===== src/rtl/simd_pred_pkg.sv =====
package simd_pred_pkg;
  typedef enum logic [1:0] {
    OP_NOP  = 2'd0,
    OP_PUSH = 2'd1,
    OP_ELSE = 2'd2,
    OP_POP  = 2'd3
  } pred_op_e;
endpackage


===== src/rtl/simd_cond_reduce.sv =====
module simd_cond_reduce #(
  parameter int WIDTH = 128
) (
  input  logic             clk_i,
  input  logic             rst_ni,
  input  logic [WIDTH-1:0] cond_i,
  input  logic [WIDTH-1:0] mask_i,
  input  logic             scalar_i,
  output logic             all_o,
  output logic             any_o,
  output logic             br_all_o,
  output logic             br_any_o
);
  localparam int LVLS   = (WIDTH > 1) ? $clog2(WIDTH) : 0;
  localparam int LEAVES = 1 << LVLS;

  logic [LEAVES-1:0] and_lf, or_lf;
  logic [LEAVES-1:0] and_t, or_t;

  // inactive and pad lanes are neutral for both reductions
  for (genvar k = 0; k < LEAVES; k++) begin : g_leaf
    if (k < WIDTH) begin : g_real
      assign and_lf[k] = cond_i[k] | ~mask_i[k];
      assign or_lf[k]  = cond_i[k] & mask_i[k];
    end else begin : g_pad
      assign and_lf[k] = 1'b1;
      assign or_lf[k]  = 1'b0;
    end
  end

  always_comb begin
    and_t = and_lf;
    or_t  = or_lf;
    for (int l = 0; l < LVLS; l++) begin
      for (int i = 0; i < (LEAVES >> (l + 1)); i++) begin
        and_t[i] = and_t[2*i] & and_t[2*i+1];
        or_t[i]  = or_t[2*i]  | or_t[2*i+1];
      end
    end
  end

  logic all_q, any_q, br_all_q, br_any_q, primed_q;

  always_ff @(posedge clk_i or negedge rst_ni) begin
    if (!rst_ni) begin
      all_q    <= 1'b1;
      any_q    <= 1'b0;
      br_all_q <= 1'b1;
      br_any_q <= 1'b0;
      primed_q <= 1'b0;
    end else begin
      all_q    <= and_t[0];
      any_q    <= or_t[0];
      br_all_q <= and_t[0] & scalar_i;
      br_any_q <= or_t[0] & scalar_i;
      primed_q <= 1'b1;
    end
  end

  assign all_o    = all_q;
  assign any_o    = any_q;
  assign br_all_o = br_all_q;
  assign br_any_o = br_any_q;

  assert_idle_flags_R3: assert property (@(posedge clk_i) disable iff (!rst_ni)
    (primed_q && all_q && !any_q) |-> ($past(mask_i) == '0 || $past(cond_i & mask_i) == '0));
  assert_any_needs_lane_R2: assert property (@(posedge clk_i) disable iff (!rst_ni)
    (primed_q && any_q) |-> ($past(mask_i) != '0));
  assert_br_all_gate_R4: assert property (@(posedge clk_i) disable iff (!rst_ni)
    br_all_q |-> all_q);
  assert_br_any_gate_R4: assert property (@(posedge clk_i) disable iff (!rst_ni)
    br_any_q |-> any_q);
endmodule


===== src/rtl/simd_mask_stack.sv =====
module simd_mask_stack
  import simd_pred_pkg::*;
#(
  parameter int LANES = 128,
  parameter int DEPTH = 8,
  localparam int DW   = $clog2(DEPTH + 1)
) (
  input  logic             clk_i,
  input  logic             rst_ni,
  input  logic             op_valid_i,
  input  pred_op_e         op_i,
  input  logic [LANES-1:0] cond_i,
  output logic [LANES-1:0] mask_o,
  output logic [DW-1:0]    depth_o,
  output logic             overflow_o,
  output logic             underflow_o
);
  localparam int PW = (DEPTH > 1) ? $clog2(DEPTH) : 1;

  logic [LANES-1:0] save_mem [DEPTH];
  logic [LANES-1:0] mask_q, top_w;
  logic [DW-1:0]    depth_q;
  logic             ovf_q, unf_q;
  logic             full_w, empty_w;
  logic [PW-1:0]    wr_idx, top_idx;
  logic             do_push, do_else, do_pop, bad_push, bad_pop;

  assign full_w  = (depth_q == DW'(DEPTH));
  assign empty_w = (depth_q == '0);
  assign wr_idx  = PW'(depth_q);
  assign top_idx = PW'(depth_q - 1'b1);
  assign top_w   = save_mem[top_idx];

  assign do_push  = op_valid_i && (op_i == OP_PUSH) && !full_w;
  assign bad_push = op_valid_i && (op_i == OP_PUSH) && full_w;
  assign do_else  = op_valid_i && (op_i == OP_ELSE) && !empty_w;
  assign do_pop   = op_valid_i && (op_i == OP_POP)  && !empty_w;
  assign bad_pop  = op_valid_i && (op_i == OP_POP || op_i == OP_ELSE) && empty_w;

  for (genvar e = 0; e < DEPTH; e++) begin : g_slot
    always_ff @(posedge clk_i) begin
      if (do_push && wr_idx == PW'(e)) save_mem[e] <= mask_q;
    end
  end

  always_ff @(posedge clk_i or negedge rst_ni) begin
    if (!rst_ni) begin
      mask_q  <= '1;
      depth_q <= '0;
      ovf_q   <= 1'b0;
      unf_q   <= 1'b0;
    end else begin
      if (do_push) begin
        mask_q  <= mask_q & cond_i;
        depth_q <= depth_q + 1'b1;
      end else if (do_else) begin
        mask_q  <= top_w & ~cond_i;
      end else if (do_pop) begin
        mask_q  <= top_w;
        depth_q <= depth_q - 1'b1;
      end
      if (bad_push) ovf_q <= 1'b1;
      if (bad_pop)  unf_q <= 1'b1;
    end
  end

  assign mask_o      = mask_q;
  assign depth_o     = depth_q;
  assign overflow_o  = ovf_q;
  assign underflow_o = unf_q;

  assert_depth_bound_R5: assert property (@(posedge clk_i) disable iff (!rst_ni)
    depth_q <= DW'(DEPTH));
  assert_push_narrows_R5: assert property (@(posedge clk_i) disable iff (!rst_ni)
    (op_valid_i && op_i == OP_PUSH && depth_q < DW'(DEPTH)) |=>
      ((mask_q & ~$past(mask_q)) == '0 && depth_q == $past(depth_q) + DW'(1)));
  assert_else_keeps_depth_R6: assert property (@(posedge clk_i) disable iff (!rst_ni)
    (op_valid_i && op_i == OP_ELSE) |=> $stable(depth_q));
  assert_pop_depth_R7: assert property (@(posedge clk_i) disable iff (!rst_ni)
    (op_valid_i && op_i == OP_POP && depth_q != '0) |=> depth_q == $past(depth_q) - DW'(1));
  assert_push_full_R8: assert property (@(posedge clk_i) disable iff (!rst_ni)
    (op_valid_i && op_i == OP_PUSH && depth_q == DW'(DEPTH)) |=>
      (ovf_q && $stable(depth_q) && $stable(mask_q)));
  assert_ovf_sticky_R8: assert property (@(posedge clk_i) disable iff (!rst_ni)
    ovf_q |=> ovf_q);
  assert_pop_empty_R9: assert property (@(posedge clk_i) disable iff (!rst_ni)
    (op_valid_i && (op_i == OP_POP || op_i == OP_ELSE) && depth_q == '0) |=>
      (unf_q && $stable(mask_q) && $stable(depth_q)));
  assert_unf_sticky_R9: assert property (@(posedge clk_i) disable iff (!rst_ni)
    unf_q |=> unf_q);
  assert_idle_hold_R11: assert property (@(posedge clk_i) disable iff (!rst_ni)
    (!op_valid_i || op_i == OP_NOP) |=>
      ($stable(mask_q) && $stable(depth_q) && $stable(ovf_q) && $stable(unf_q)));
endmodule


===== src/rtl/simd_pred_unit.sv =====
module simd_pred_unit
  import simd_pred_pkg::*;
#(
  parameter int NUM_LANES   = 128,
  parameter int STACK_DEPTH = 8,
  localparam int DW         = $clog2(STACK_DEPTH + 1)
) (
  input  logic                 clk_i,
  input  logic                 rst_ni,
  input  logic [NUM_LANES-1:0] cond_i,
  input  logic                 op_valid_i,
  input  logic [1:0]           op_i,
  input  logic                 scalar_cond_i,
  output logic [NUM_LANES-1:0] mask_o,
  output logic [DW-1:0]        depth_o,
  output logic                 all_o,
  output logic                 any_o,
  output logic                 br_all_o,
  output logic                 br_any_o,
  output logic                 overflow_o,
  output logic                 underflow_o
);
  logic [NUM_LANES-1:0] mask_w;
  pred_op_e             op_w;

  assign op_w = pred_op_e'(op_i);

  simd_mask_stack #(
    .LANES (NUM_LANES),
    .DEPTH (STACK_DEPTH)
  ) u_stack (
    .clk_i       (clk_i),
    .rst_ni      (rst_ni),
    .op_valid_i  (op_valid_i),
    .op_i        (op_w),
    .cond_i      (cond_i),
    .mask_o      (mask_w),
    .depth_o     (depth_o),
    .overflow_o  (overflow_o),
    .underflow_o (underflow_o)
  );

  simd_cond_reduce #(
    .WIDTH (NUM_LANES)
  ) u_reduce (
    .clk_i    (clk_i),
    .rst_ni   (rst_ni),
    .cond_i   (cond_i),
    .mask_i   (mask_w),
    .scalar_i (scalar_cond_i),
    .all_o    (all_o),
    .any_o    (any_o),
    .br_all_o (br_all_o),
    .br_any_o (br_any_o)
  );

  assign mask_o = mask_w;

  assert_mask_stable_when_idle_R11: assert property (@(posedge clk_i) disable iff (!rst_ni)
    (!op_valid_i) |=> $stable(mask_o));
endmodule


===== config.mk =====
export PLATFORM = sky130hd
export DESIGN_NAME = simd_pred_unit
export DESIGN_NICKNAME = d
export VERILOG_FILES = /design/src/rtl/simd_pred_pkg.sv /design/src/rtl/simd_cond_reduce.sv /design/src/rtl/simd_mask_stack.sv /design/src/rtl/simd_pred_unit.sv
export SDC_FILE = /design/constraint.sdc
export NUM_CORES = 1
export LEC_CHECK = 0
export BUFFER_PORTS_ARGS = -buffer_cell sky130_fd_sc_hd__buf_2
export CAP_MARGIN = 20
export CELL_PAD_IN_SITES_DETAIL_PLACEMENT = 1
export CELL_PAD_IN_SITES_GLOBAL_PLACEMENT = 1
export CORE_ASPECT_RATIO = 1.1
export CORE_MARGIN = 2
export CORE_UTILIZATION = 25
export CTS_CLUSTER_SIZE = 28
export DETAILED_ROUTE_END_ITERATION = 10
export PLACE_DENSITY_LB_ADDON = 0.1
export SLEW_MARGIN = 20
export SYNTH_ARGS = -nofsm -noshare
export SYNTH_HDL_FRONTEND = slang
export SYNTH_SLANG_ARGS = --single-unit
export TNS_END_PERCENT = 50

===== constraint.sdc =====
create_clock -name clk_i -period 11 [get_ports clk_i]
set_clock_uncertainty 0.15 [all_clocks]
set_input_delay 0 -clock clk_i [delete_from_list [all_inputs] [get_ports clk_i]]
set_output_delay 0 -clock clk_i [all_outputs]
set_load 0.02 [all_outputs]

==> impl_metrics.ini <==
[logic_synthesis]
synth-compound-area-share_pct = 6.70
yosys_most_used_dff = edfxtp_1
synth-async-reset-ratio_pct = 11.9
synth_xor_area_share_pct = 0.0746
synth-adder-area-share_pct = 0.186
synthTopCellsByCount = edfxtp_1, nor2_1, mux4_2
syn_nets = 2649
synth_edf_count = 1024
synth_top_family_by_area = multiplexers
ys.warnings.count = 0
synth-seq-cells = 1162
synth_area_leaders = edfxtp_1, mux4_2, dfstp_2, nor2_1, o211ai_1
muxShareOfSynthArea_pct = 12.3
yosys.area.top_type = edfxtp_1
syn_inst = 2508
synth_most_common_cell = edfxtp_1
netlist_area_mm2 = 0.0470
synth.distinct_cells = 46
syn_avg_cell_area_um2 = 18.7
yosysSeqAreaShare_pct = 73.1
synth_top_cell_area_share_pct = 65.4
synth-simple-area-share_pct = 5.70

[placement]
dp_hpwl_um = 112000
routabilityCongestion = 0.784
placed_cells = 5116
portBuffers = 271
dpl-instance-area_mm2 = 0.0512

[critical_path]
start_kind = flip-flop
end_kind = flip-flop
cp_cell_sequence = inv_1 > ha_4 > buf_12 > buf_12 > mux4_2 > nor2_1 > o41ai_1 > dlygate4sd3_1
cpPeakStageDelay_ns = 0.92
required_ns = 11.57
criticalPathCategory = flip-flop to flip-flop
critPathSlowestCell = dfrtp_4
cp_max_fo = 116
cpMostUsedCell = buf_12
arrival_ns = 5.80

[timing]
period_minus_slack_ns = 5.23
clock.fmax_mhz = 191
finalHoldWorstSlack_ns = 0.0477
min_period_over_period_pct = 47.6
relSlewSlack_pct = 10.9
tightest_slew_ns = 1.34
rsz0062_at_grt = no
finalHoldViolCount = 0
drv_slew = 0
setup_viol = 0

[floorplanning]
die_y_um = 459
die_w_um = 417
rows = 166
ioPinCount = 272
core-area_mm2 = 0.186
start_util_pct = 25.2
dieArea_mm2 = 0.191

[finish]
drive_above_1_share_pct = 29.6
fin_cells = 5621
syn_to_final_growth_pct = 23.5
final_area_mm2 = 0.0580
nets = 3208

[pwr]
p_per_area_mw_per_mm2 = 283
p_leak_nw = 19.1
ir_drop_uv = 684

[route]
route.detailed.drc = 0
drtIter0Drc = 1927
dr_total_vias = 27501
routed_wl_um = 185000
ant_nets = 0
detail_route.wl_per_cell_um = 32.9
avgViaCountPerCell = 4.89
firstDrtPassIters = 7

[clock_tree]
post-cts-setup-buffer-count = 0
h-tree-depth = 4
insertion_delay_ns = 0.79
ctsHoldBuffers = 246
cts_buffers = 137
cts_resized = 0
cts_tree = built
cts_sinks = 1162
clk_pin_slew_ns = 0.06
clockRootBuffer = clkbuf_16
clock_path_buffers = 3

[grt]
gr-total-overflow = 0
first_global_vias = 29287
grt_pass1_wl_um = 254000
grt_start_max_net_pins = 147
grt_usage_pct = 19.3
grt_antenna_before_repair = 17

[run_status]
outcome = finished clean

[min_path]
hold_path.class = input pin to flip-flop

[job]
cap_violations = 0
-- metrics by stage --
step	TNS [ns]	power (W)	setup WS [ns]	util, %
global route	0	0.0172	5.48	31.2
detailed placement	0	0.0121	5.89	27.5
finish	0	0.0164	5.77	31.2
global placement	0	0.0120	5.86	27.5
floorplan	-278.86	0.00970	-1.09	-
CTS	0	0.0167	5.67	31.1
-- layout make-up --
cell class	count	area, um^2
fillers	18927	128000
multi-input cells	1165	11800
flip-flops and latches	1162	34400
clock inverters	57	432
repair buffers	565	4320
well taps	2436	3050
inverters	36	135
diodes	7	17.5
clock buffers	193	3880
-- per-layer routing --
| metal | wire length [um] | share of wire (%) | vias up | global-route usage [%] |
|---|---|---|---|---|
| met2 | 91800 | 50 | 640 | 32.6 |
| met4 | 4660 | 2.5 | 2 | 5.34 |
| met3 | 7940 | 4.3 | 198 | 3.23 |
| met1 | 80700 | 44 | 15241 | 25.4 |
| met5 | 13 | 0.0070 | - | 0 |
| li1 | - | - | 11420 | - |
-- kinds of logic (layout without fill, tap and decap cells) --
| group | Yosys count | in the layout |
|---|---|---|
| compound gates | 361 | 361 |
| xor+xnor | 4 | 4 |
| fa+ha+maj | 7 | 7 |
| buf+inv | 181 | 851 |
| flops | 1162 | 1162 |
| mux | 258 | 258 |
| other cells | 0 | 7 |
| simple gates | 535 | 535 |
-- worst max-delay path, delay by kind of cell (launching register included) --
kind	cells	cell delay [ns]
AND/OR/NAND/NOR	1	0.05
adder cells (fa/ha/maj)	1	0.73
multiplexers	1	0.37
AO/OA/AOI/OAI	1	0.31
buffers and inverters	4	2.12
flip-flops	1	0.92
-- placed cells by master, fill, tap and decap left out, types with 8 or more instances in the layout --
master / n
clkbuf_8: 19
clkinv_1: 22
inv_1: 36
a22o_1: 16
nor2_1: 257
o211ai_1: 128
clkinv_2: 17
clkbuf_16: 140
nand4_1: 12
a22oi_1: 32
buf_2: 269
edfxtp_1: 1024
buf_4: 39
nor4_1: 8
nand2b_1: 93
nand2_1: 12
o2111ai_1: 32
o41ai_1: 109
nor2b_1: 128
clkbuf_1: 35
dfstp_2: 130
mux4_2: 256
a221oi_1: 8
a221oi_2: 8
o41ai_2: 20
dlygate4sd3_1: 246
-- power breakdown --
group / switching [W] / internal, W / total (W)
clock: 0.00189 / 0.00250 / 0.00439
sequential: 0.000902 / 0.00580 / 0.00670
combinational: 0.00323 / 0.00209 / 0.00532
-- final timing paths --
path | startpoint | endpoint | slack, ns | depth (start not counted)
min reg2reg | u_stack.overflow_o$_DFFE_PN0P_ | u_stack.overflow_o$_DFFE_PN0P_ | 0.36 | 1
min in group asynchronous | rst_ni | u_stack.mask_o[92]$_DFFE_PN1P_ | 0.09 | 2
max reg2reg | u_stack.depth_o[0]$_DFFE_PN0P_ | u_stack.mask_o[72]$_DFFE_PN1P_ | 5.77 | 8
max | u_stack.depth_o[0]$_DFFE_PN0P_ | u_stack.mask_o[72]$_DFFE_PN1P_ | 5.77 | 8
min | cond_i[119] | u_stack.mask_o[119]$_DFFE_PN1P_ | 0.05 | 4
max in group asynchronous | rst_ni | u_stack.depth_o[0]$_DFFE_PN0P_ | 9.05 | 3
-- sequential cells by signal (all words and copies together), names as in the netlist --
register             flops
u_reduce.br_any_o        1
u_stack.save_mem      1024
u_stack.overflow_o       1
u_stack.mask_o         128
u_reduce.all_o           1
u_stack.depth_o          4
u_reduce.br_all_o        1
u_reduce.any_o           1
u_stack.underflow_o      1
Note: power is estimated with default switching activity, not from simulation.
